### config.mk
export PLATFORM = sky130hd
export DESIGN_NAME = dp_contention_arb
export DESIGN_NICKNAME = d
export VERILOG_FILES = /design/src/rtl/dpa_pkg.sv /design/src/rtl/dpa_port_stage.sv /design/src/rtl/dpa_arb_core.sv /design/src/rtl/dp_contention_arb.sv
export SDC_FILE = /design/constraint.sdc
export NUM_CORES = 1
export LEC_CHECK = 0
export BUFFER_PORTS_ARGS = -buffer_cell sky130_fd_sc_hd__buf_4
export CORE_ASPECT_RATIO = 0.75
export CORE_UTILIZATION = 50
export DETAILED_ROUTE_END_ITERATION = 6
export GPL_ROUTABILITY_DRIVEN = 0
export GPL_TIMING_DRIVEN = 0
export MAX_ROUTING_LAYER = met4
export PLACE_DENSITY = 0.71
export SETUP_SLACK_MARGIN = 0.02
export SYNTH_ARGS = -nofsm -noshare
export SYNTH_HDL_FRONTEND = slang
export SYNTH_SLANG_ARGS = --single-unit
### constraint.sdc
create_clock -name clk -period 2.55 [get_ports clk]
set_input_delay 0.51 -clock clk [delete_from_list [all_inputs] [get_ports clk]]
set_output_delay 0.51 -clock clk [all_outputs]
set_load 0.02 [all_outputs]
### src/rtl/dpa_pkg.sv
package dpa_pkg;
  typedef enum logic [1:0] {
    OWN_NONE  = 2'd0,
    OWN_LEFT  = 2'd1,
    OWN_RIGHT = 2'd2
  } owner_t;

  localparam int NPORTS = 2;
  localparam int PL     = 0;
  localparam int PR     = 1;
endpackage

### src/rtl/dpa_port_stage.sv
module dpa_port_stage #(
  parameter int ADDR_W = 13
) (
  input  logic              clk,
  input  logic              rst_n,
  input  logic              sel,
  input  logic [ADDR_W-1:0] addr,
  input  logic              wr_req,
  output logic              sel_q,
  output logic [ADDR_W-1:0] addr_q,
  output logic              fresh,
  output logic              wr_req_d2
);
  logic              sel_q2;
  logic [ADDR_W-1:0] addr_q2;
  logic              wr_q;
  logic              wr_q2;
  logic              addr_ld;
  logic              hist_ld;

  // clock enables: capture address only for a selected port
  assign addr_ld = sel;
  assign hist_ld = sel_q;

  always_ff @(posedge clk or negedge rst_n) begin
    if (!rst_n) begin
      sel_q  <= 1'b0;
      sel_q2 <= 1'b0;
      wr_q   <= 1'b0;
      wr_q2  <= 1'b0;
    end else begin
      sel_q  <= sel;
      sel_q2 <= sel_q;
      wr_q   <= wr_req;
      wr_q2  <= wr_q;
    end
  end

  always_ff @(posedge clk or negedge rst_n) begin
    if (!rst_n) begin
      addr_q <= '0;
    end else if (addr_ld) begin
      addr_q <= addr;
    end
  end

  always_ff @(posedge clk or negedge rst_n) begin
    if (!rst_n) begin
      addr_q2 <= '0;
    end else if (hist_ld) begin
      addr_q2 <= addr_q;
    end
  end

  // selection became valid or changed in the latest sample
  always_comb begin
    fresh = sel_q && (!sel_q2 || (addr_q != addr_q2));
  end

  assign wr_req_d2 = wr_q2;
endmodule

### src/rtl/dpa_arb_core.sv
module dpa_arb_core
  import dpa_pkg::*;
#(
  parameter int ADDR_W = 13
) (
  input  logic              clk,
  input  logic              rst_n,
  input  logic              l_sel,
  input  logic [ADDR_W-1:0] l_addr,
  input  logic              l_fresh,
  input  logic              r_sel,
  input  logic [ADDR_W-1:0] r_addr,
  input  logic              r_fresh,
  output logic              l_lose,
  output logic              r_lose
);
  owner_t owner_q;
  owner_t owner_d;
  logic   match;

  assign match = l_sel && r_sel && (l_addr == r_addr);

  always_comb begin
    owner_d = owner_q;
    if (!match) begin
      owner_d = OWN_NONE;
    end else if (owner_q == OWN_NONE) begin
      // later arrival loses; same-cycle arrival goes to the left port
      if (l_fresh && !r_fresh) owner_d = OWN_RIGHT;
      else                     owner_d = OWN_LEFT;
    end
  end

  always_ff @(posedge clk or negedge rst_n) begin
    if (!rst_n) owner_q <= OWN_NONE;
    else        owner_q <= owner_d;
  end

  assign l_lose = (owner_q == OWN_RIGHT);
  assign r_lose = (owner_q == OWN_LEFT);

  AST_BUSY_NEEDS_MATCH: assert property (@(posedge clk) disable iff (!rst_n)
    (owner_q != OWN_NONE) |-> $past(match));

  AST_OWNER_STICKY: assert property (@(posedge clk) disable iff (!rst_n)
    ((owner_q != OWN_NONE) && match) |=> (owner_q == $past(owner_q)));

  AST_TIE_LEFT: assert property (@(posedge clk) disable iff (!rst_n)
    ((owner_q == OWN_NONE) && match && l_fresh && r_fresh) |=> (owner_q == OWN_LEFT));

  AST_LATE_LOSES: assert property (@(posedge clk) disable iff (!rst_n)
    ((owner_q == OWN_NONE) && match && l_fresh && !r_fresh) |=> l_lose);
endmodule

### src/rtl/dp_contention_arb.sv
module dp_contention_arb
  import dpa_pkg::*;
#(
  parameter int ADDR_W = 13
) (
  input  logic              clk,
  input  logic              rst_n,
  input  logic              master_mode,
  input  logic              l_sel,
  input  logic [ADDR_W-1:0] l_addr,
  input  logic              l_wr_req,
  input  logic              r_sel,
  input  logic [ADDR_W-1:0] r_addr,
  input  logic              r_wr_req,
  input  logic              l_busy_in_n,
  input  logic              r_busy_in_n,
  output logic              l_busy_n,
  output logic              r_busy_n,
  output logic              l_wr_en,
  output logic              r_wr_en
);
  logic              sel_in   [NPORTS];
  logic [ADDR_W-1:0] addr_in  [NPORTS];
  logic              wr_in    [NPORTS];
  logic              bin_n    [NPORTS];
  logic              sel_q    [NPORTS];
  logic [ADDR_W-1:0] addr_q   [NPORTS];
  logic              fresh    [NPORTS];
  logic              wr_d2    [NPORTS];
  logic              lose     [NPORTS];
  logic              busy_eff [NPORTS];
  logic              busy_o_n [NPORTS];
  logic              wr_o     [NPORTS];

  assign sel_in[PL]  = l_sel;
  assign sel_in[PR]  = r_sel;
  assign addr_in[PL] = l_addr;
  assign addr_in[PR] = r_addr;
  assign wr_in[PL]   = l_wr_req;
  assign wr_in[PR]   = r_wr_req;
  assign bin_n[PL]   = l_busy_in_n;
  assign bin_n[PR]   = r_busy_in_n;

  for (genvar p = 0; p < NPORTS; p++) begin : g_port
    dpa_port_stage #(.ADDR_W(ADDR_W)) u_stage (
      .clk       (clk),
      .rst_n     (rst_n),
      .sel       (sel_in[p]),
      .addr      (addr_in[p]),
      .wr_req    (wr_in[p]),
      .sel_q     (sel_q[p]),
      .addr_q    (addr_q[p]),
      .fresh     (fresh[p]),
      .wr_req_d2 (wr_d2[p])
    );

    always_comb begin
      if (master_mode) begin
        busy_eff[p] = lose[p];
        busy_o_n[p] = !lose[p];
      end else begin
        busy_eff[p] = !bin_n[p];
        busy_o_n[p] = 1'b1;
      end
      wr_o[p] = wr_d2[p] && !busy_eff[p];
    end
  end

  dpa_arb_core #(.ADDR_W(ADDR_W)) u_core (
    .clk     (clk),
    .rst_n   (rst_n),
    .l_sel   (sel_q[PL]),
    .l_addr  (addr_q[PL]),
    .l_fresh (fresh[PL]),
    .r_sel   (sel_q[PR]),
    .r_addr  (addr_q[PR]),
    .r_fresh (fresh[PR]),
    .l_lose  (lose[PL]),
    .r_lose  (lose[PR])
  );

  assign l_busy_n = busy_o_n[PL];
  assign r_busy_n = busy_o_n[PR];
  assign l_wr_en  = wr_o[PL];
  assign r_wr_en  = wr_o[PR];

  AST_ONE_LOSER: assert property (@(posedge clk) disable iff (!rst_n)
    master_mode |-> (l_busy_n || r_busy_n));

  AST_NO_WRITE_WHEN_BUSY: assert property (@(posedge clk) disable iff (!rst_n)
    (master_mode && !l_busy_n) |-> !l_wr_en);

  AST_SLAVE_GATE: assert property (@(posedge clk) disable iff (!rst_n)
    (!master_mode && !r_busy_in_n) |-> !r_wr_en);

  AST_SLAVE_RELEASED: assert property (@(posedge clk) disable iff (!rst_n)
    !master_mode |-> (l_busy_n && r_busy_n));
endmodule

# Word level (Yosys, flattened, before mapping)
# Cells that the tools add are included.
# word_totals
regBits	62
in_bits	35
out_inout_bits	4
wordCells	45
# classes
n_reduce_logical	19
n_mux	7
eq_ne	6
# ops
op	count
13-bit inequality test	2
13-bit == test	1
1-bit logical NOT	9
1-bit logical AND	7
2-bit 2-to-1 mux	3
1-bit 2-to-1 mux	4
2-bit by 1-bit == test with 1-bit output, second input constant	1
2-bit == test, second input constant	1
2-bit logical NOT	1
1-bit logical OR	2
2-bit inequality test, second input constant	1

# Depth between registers and ports, before layout
# logic_depth
ltp_word	8
mapped_depth	6
ltp_nobuf	6

# By module
# A second synthesis with hierarchy kept.
# hier_totals
cells_unflattened	190
hier_area_um2	2680.1
# modules_own_cells
mod	seq_area_each_um2	n_inst	cells_per_inst	area_per_inst_um2
dpa_port_stage	750.7	2	76	1199.9
dpa_arb_core	50.0	1	32	252.7
dp_contention_arb	0.0	1	6	27.5

# Least setup slack after synthesis
# OpenSTA, ideal clock, no wires.
# synth_path
path_type	register to register
start	register g_port[1].u_stage.addr_q[5]
end	register u_core.owner_q[0]
n_path_buf	0
synth_period_minus_slack_ps	1615
stages_incl_launch_ff	7
arrival_ps	1491
required_ps	2426
setup_time_ps	124
setup_slack_ps	935
cell_sequence	dfrtp_1 xnor2_1 nand4_1 or4_1 a21oi_1 o21ai_0 nor4b_1
# synth_via
elab_chain_len	8
elab_cells_between_ends	11
cone_classes	eq/ne (3); mux (3); reduce/logical (5)
# synth_rtl
item	line_no	rtl
start: declaration	dpa_port_stage.sv:10	output logic [ADDR_W-1:0] addr_q,
start signal: assignment	dpa_port_stage.sv:43	addr_q <= addr;
13-bit inequality test	dpa_port_stage.sv:57	fresh = sel_q && (!sel_q2 || (addr_q != addr_q2));
1-bit logical OR	dpa_port_stage.sv:57	
1-bit logical AND	dpa_port_stage.sv:57	
1-bit logical NOT	dpa_arb_core.sv:29	if (l_fresh && !r_fresh) owner_d = OWN_RIGHT;
1-bit logical AND	dpa_arb_core.sv:29	
2-bit 2-to-1 mux	dpa_arb_core.sv:29	
2-bit 2-to-1 mux	dpa_arb_core.sv:27	end else if (owner_q == OWN_NONE) begin
2-bit 2-to-1 mux	dpa_arb_core.sv:25	if (!match) begin
end signal: assignment	dpa_arb_core.sv:36	else owner_q <= owner_d;
end: declaration	dpa_arb_core.sv:17	owner_t owner_q;
# Parallel ways exist; a longest one is shown, timed or not. The select of a mux whose other input is x is not followed.
# A chain may end at the register's enable or synchronous reset.

# Final worst setup path
# Same ends and word-level chain as after synthesis.

==> results.md <==
- Status: completed
- Critical Path Start: g_port[1].u_stage.addr_q[5]
- Slew @ Worst Pin: 0.763 ns
- Largest net degree at the start of global routing: 63
- Postcts setup bufs: 0
- Num CTS Buffers: 9
- Number of global-route vias before repair: 1,626
- Cell Area, Synth: 2660 µm²
- Final Util: 0.637
- Number of gates resized after CTS: 0
- DRT Wirelength: 4580 µm
- Max-slew headroom: 0.491
- Worst EP required: 2.76 ns
- Worst Skew: 0.00410 ns
- GR Util All Layers: 0.196
- First-pass GRT wire length: 7820 µm
- Worst Setup EP: u_core.owner_q[0]
- Crit share post-route: 0.716
- Number of H-tree levels: 3
- # fillers: 384
- RSZ-0062 raised after global routing: false
- R2R cell count: 6
- Antenna Violating Nets Remaining: 0
- Vias: 1,546
- Synthesized flop and latch total: 62
- Final Setup Violations: 0
- Drt drc: 0
- WP data arrival: 2.04 ns
- Share of cells above drive strength 1: 0.436
- Setup CP Type: reg2reg
- Die Ht: 65.2 µm
- Max-slew violations: 0
- Worst stage delay on the critical path: 0.52 ns
- Core area: 5010 µm²
- Post-Synthesis Cells: 184
- Max IR drop VDD: 0.375 mV
- Area grow syn2layout: 19.9%
- R2r startpoint: g_port[1].u_stage.addr_q[5]
- Drt first pass iters: 4
- Setup_tns: 0 ns
- Post-CTS Hold Fix Bufs: 0
- Syn_area_per_cell: 14.5 µm²
- Initial Util: 0.531
- # diodes: 0
- Fin cells: 308
- CTS Sinks: 62
- Post-synth cell types: 19
- Power Dens Cells: 700 nW/µm²
- Crit path max fanout: 4
- Nets: 268
- Shortest period the worst path allows: 1.82 ns
- Buffers and inverters on the worst path: 0
- CTS tree: yes
- Yosys warnings: 0
- CTS clock-pin slew for the worst setup and hold paths: 0.06 ns
- DP Worst Slack: 0.747 ns
- Total gr overflow: 0
- CTS root buffer: clkbuf_8
- Post-synthesis sequential area ratio: 0.583
- Via/cell ratio: 5.02
- Post-DP HPWL: 3390 µm
- Leak: 1.34 nW
- Routed len/inst: 14.9 µm
- Clock Tree Buf Depth: 2
- Max Fclk: 0.548 GHz
- Stages on the worst setup path: 6
- Top delay family on crit path: simple AND/OR/NAND/NOR gates
- Crit Reg-Reg Endpoint: u_core.owner_q[0]
- Final hold violations: 0
- I/O Pins: 39
- Initial antenna violation count: 0
- Die Area: 5620 µm²
- Placed insts: 294
- Starting DRC count in detailed routing: 48
- Crit-path cells: xnor2_1 -> nand4_1 -> or4_1 -> a21oi_1 -> o21ai_0 -> nor4b_1
- Nature of the critical path endpoint: flip-flop
- Setup crit start kind: flip-flop
- Max_cap viols: 0
- Class of the worst hold path: in2async
- Latest clock arrival within the worst-skew pair: 0.33 ns
- Worst R2R Setup Slack: 0.73 ns
- Rows: 22
- Synthesized Nets: 219
- Port Buf Inserts: 38
- CP max-delay cell: or4_1
- Setup ws final: 0.725 ns
- Die width: 86.3 µm
worst reg2reg max path, stage by stage, from the launching register on:
cell and delay, ns:
dfrtp_1 0.43, xnor2_1 0.17, nand4_1 0.12, or4_1 0.52, a21oi_1 0.24, o21ai_0 0.10
nor4b_1 0.14
cells in the mapped netlist, drive strengths merged:
cell type  count  share of area
or4            1         0.0028
clkbuf         4         0.0056
mux2          52           0.22
inv            1         0.0014
a21oi          2         0.0038
nor4b          1         0.0033
xor2           8          0.026
nand3          2         0.0038
nor4           3         0.0094
o211a          2         0.0075
nand3b         1         0.0028
xnor2         31           0.10
o21ai          1         0.0019
buf            2         0.0028
nand2          3         0.0042
nand4          7          0.016
dfrtp         62           0.58
o41ai          1         0.0033
stage by stage:
stage / instance area [µm²] / hold slack (ns) / total power, mW
floorplan: 2660 / 0.214 / 1.43
global placement: 3040 / 0.342 / 1.54
detailed placement: 3040 / 0.341 / 1.56
CTS: 3190 / 0.275 / 2.26
global route: 3190 / 0.266 / 2.36
finish: 3190 / 0.250 / 2.23
flip-flops by register name, summed over array words and instances, names as in the netlist:
name,flops
g_port.u_stage.addr_q2,26
g_port.u_stage.sel_q,2
g_port.u_stage.wr_req_d2,2
u_core.owner_q,2
g_port.u_stage.wr_q,2
g_port.u_stage.addr_q,26
g_port.u_stage.sel_q2,2
worst min path at each step:
stage	slack, ns	cells past startpoint	start	endpoint
after floorplan	0.21	0	rst_n	g_port[0].u_stage.addr_q2[0]
after global placement	0.34	0	g_port[0].u_stage.wr_q	g_port[0].u_stage.wr_req_d2
after detailed placement	0.34	0	g_port[1].u_stage.wr_q	g_port[1].u_stage.wr_req_d2
after CTS	0.27	1	l_wr_req	g_port[0].u_stage.wr_q
after global routing	0.27	1	l_wr_req	g_port[0].u_stage.wr_q
final	0.25	1	rst_n	g_port[0].u_stage.addr_q[5]
placed cells by master (no fill, tap or decap), drive strengths merged:
cell / instances
xnor2: 31
xor2: 8
nor4b: 1
inv: 1
o211a: 2
nand4: 7
clkinv: 2
a21oi: 2
buf: 40
nand3b: 1
nor4: 3
dfrtp: 62
mux2: 52
nand3: 2
or4: 1
nand2: 3
o41ai: 1
o21ai: 1
clkbuf: 16
report_power, final:
part	total [mW]	internal (mW)	switching (mW)	leakage (nW)
registers	1.20	1.09	0.107	0.730
clock network	0.691	0.365	0.326	0.0821
logic	0.342	0.217	0.125	0.526
cells by family after synthesis:
| logic type | synth area share |
|---|---|
| DFF | 0.583 |
| xor gates and xnor gates | 0.128 |
| buffers and inverters | 0.00987 |
| and+or+nand+nor | 0.0428 |
| AOI/OAI and AO/OA | 0.0164 |
| muxes | 0.220 |
final cells by class:
class,count,area [µm²],area share
clock buffers,12,145,0.0455
flip-flops and latches,62,1550,0.486
plain buffers,6,22.5,0.00705
clock inverters,2,10.0,0.00313
repair buffers,38,285,0.0893
multi-input cells,115,1080,0.340
well taps,72,90.1,0.0282
inverters,1,3.75,0.00118
metal layers:
layer	vias up	wire length (µm)	GRT usage
met5	-	0	-
met4	0	56	0.0500
met3	9	254	0.0754
met2	36	2110	0.304
met1	764	2150	0.243
li1	737	-	-
Power figures use the tool's default switching activity.
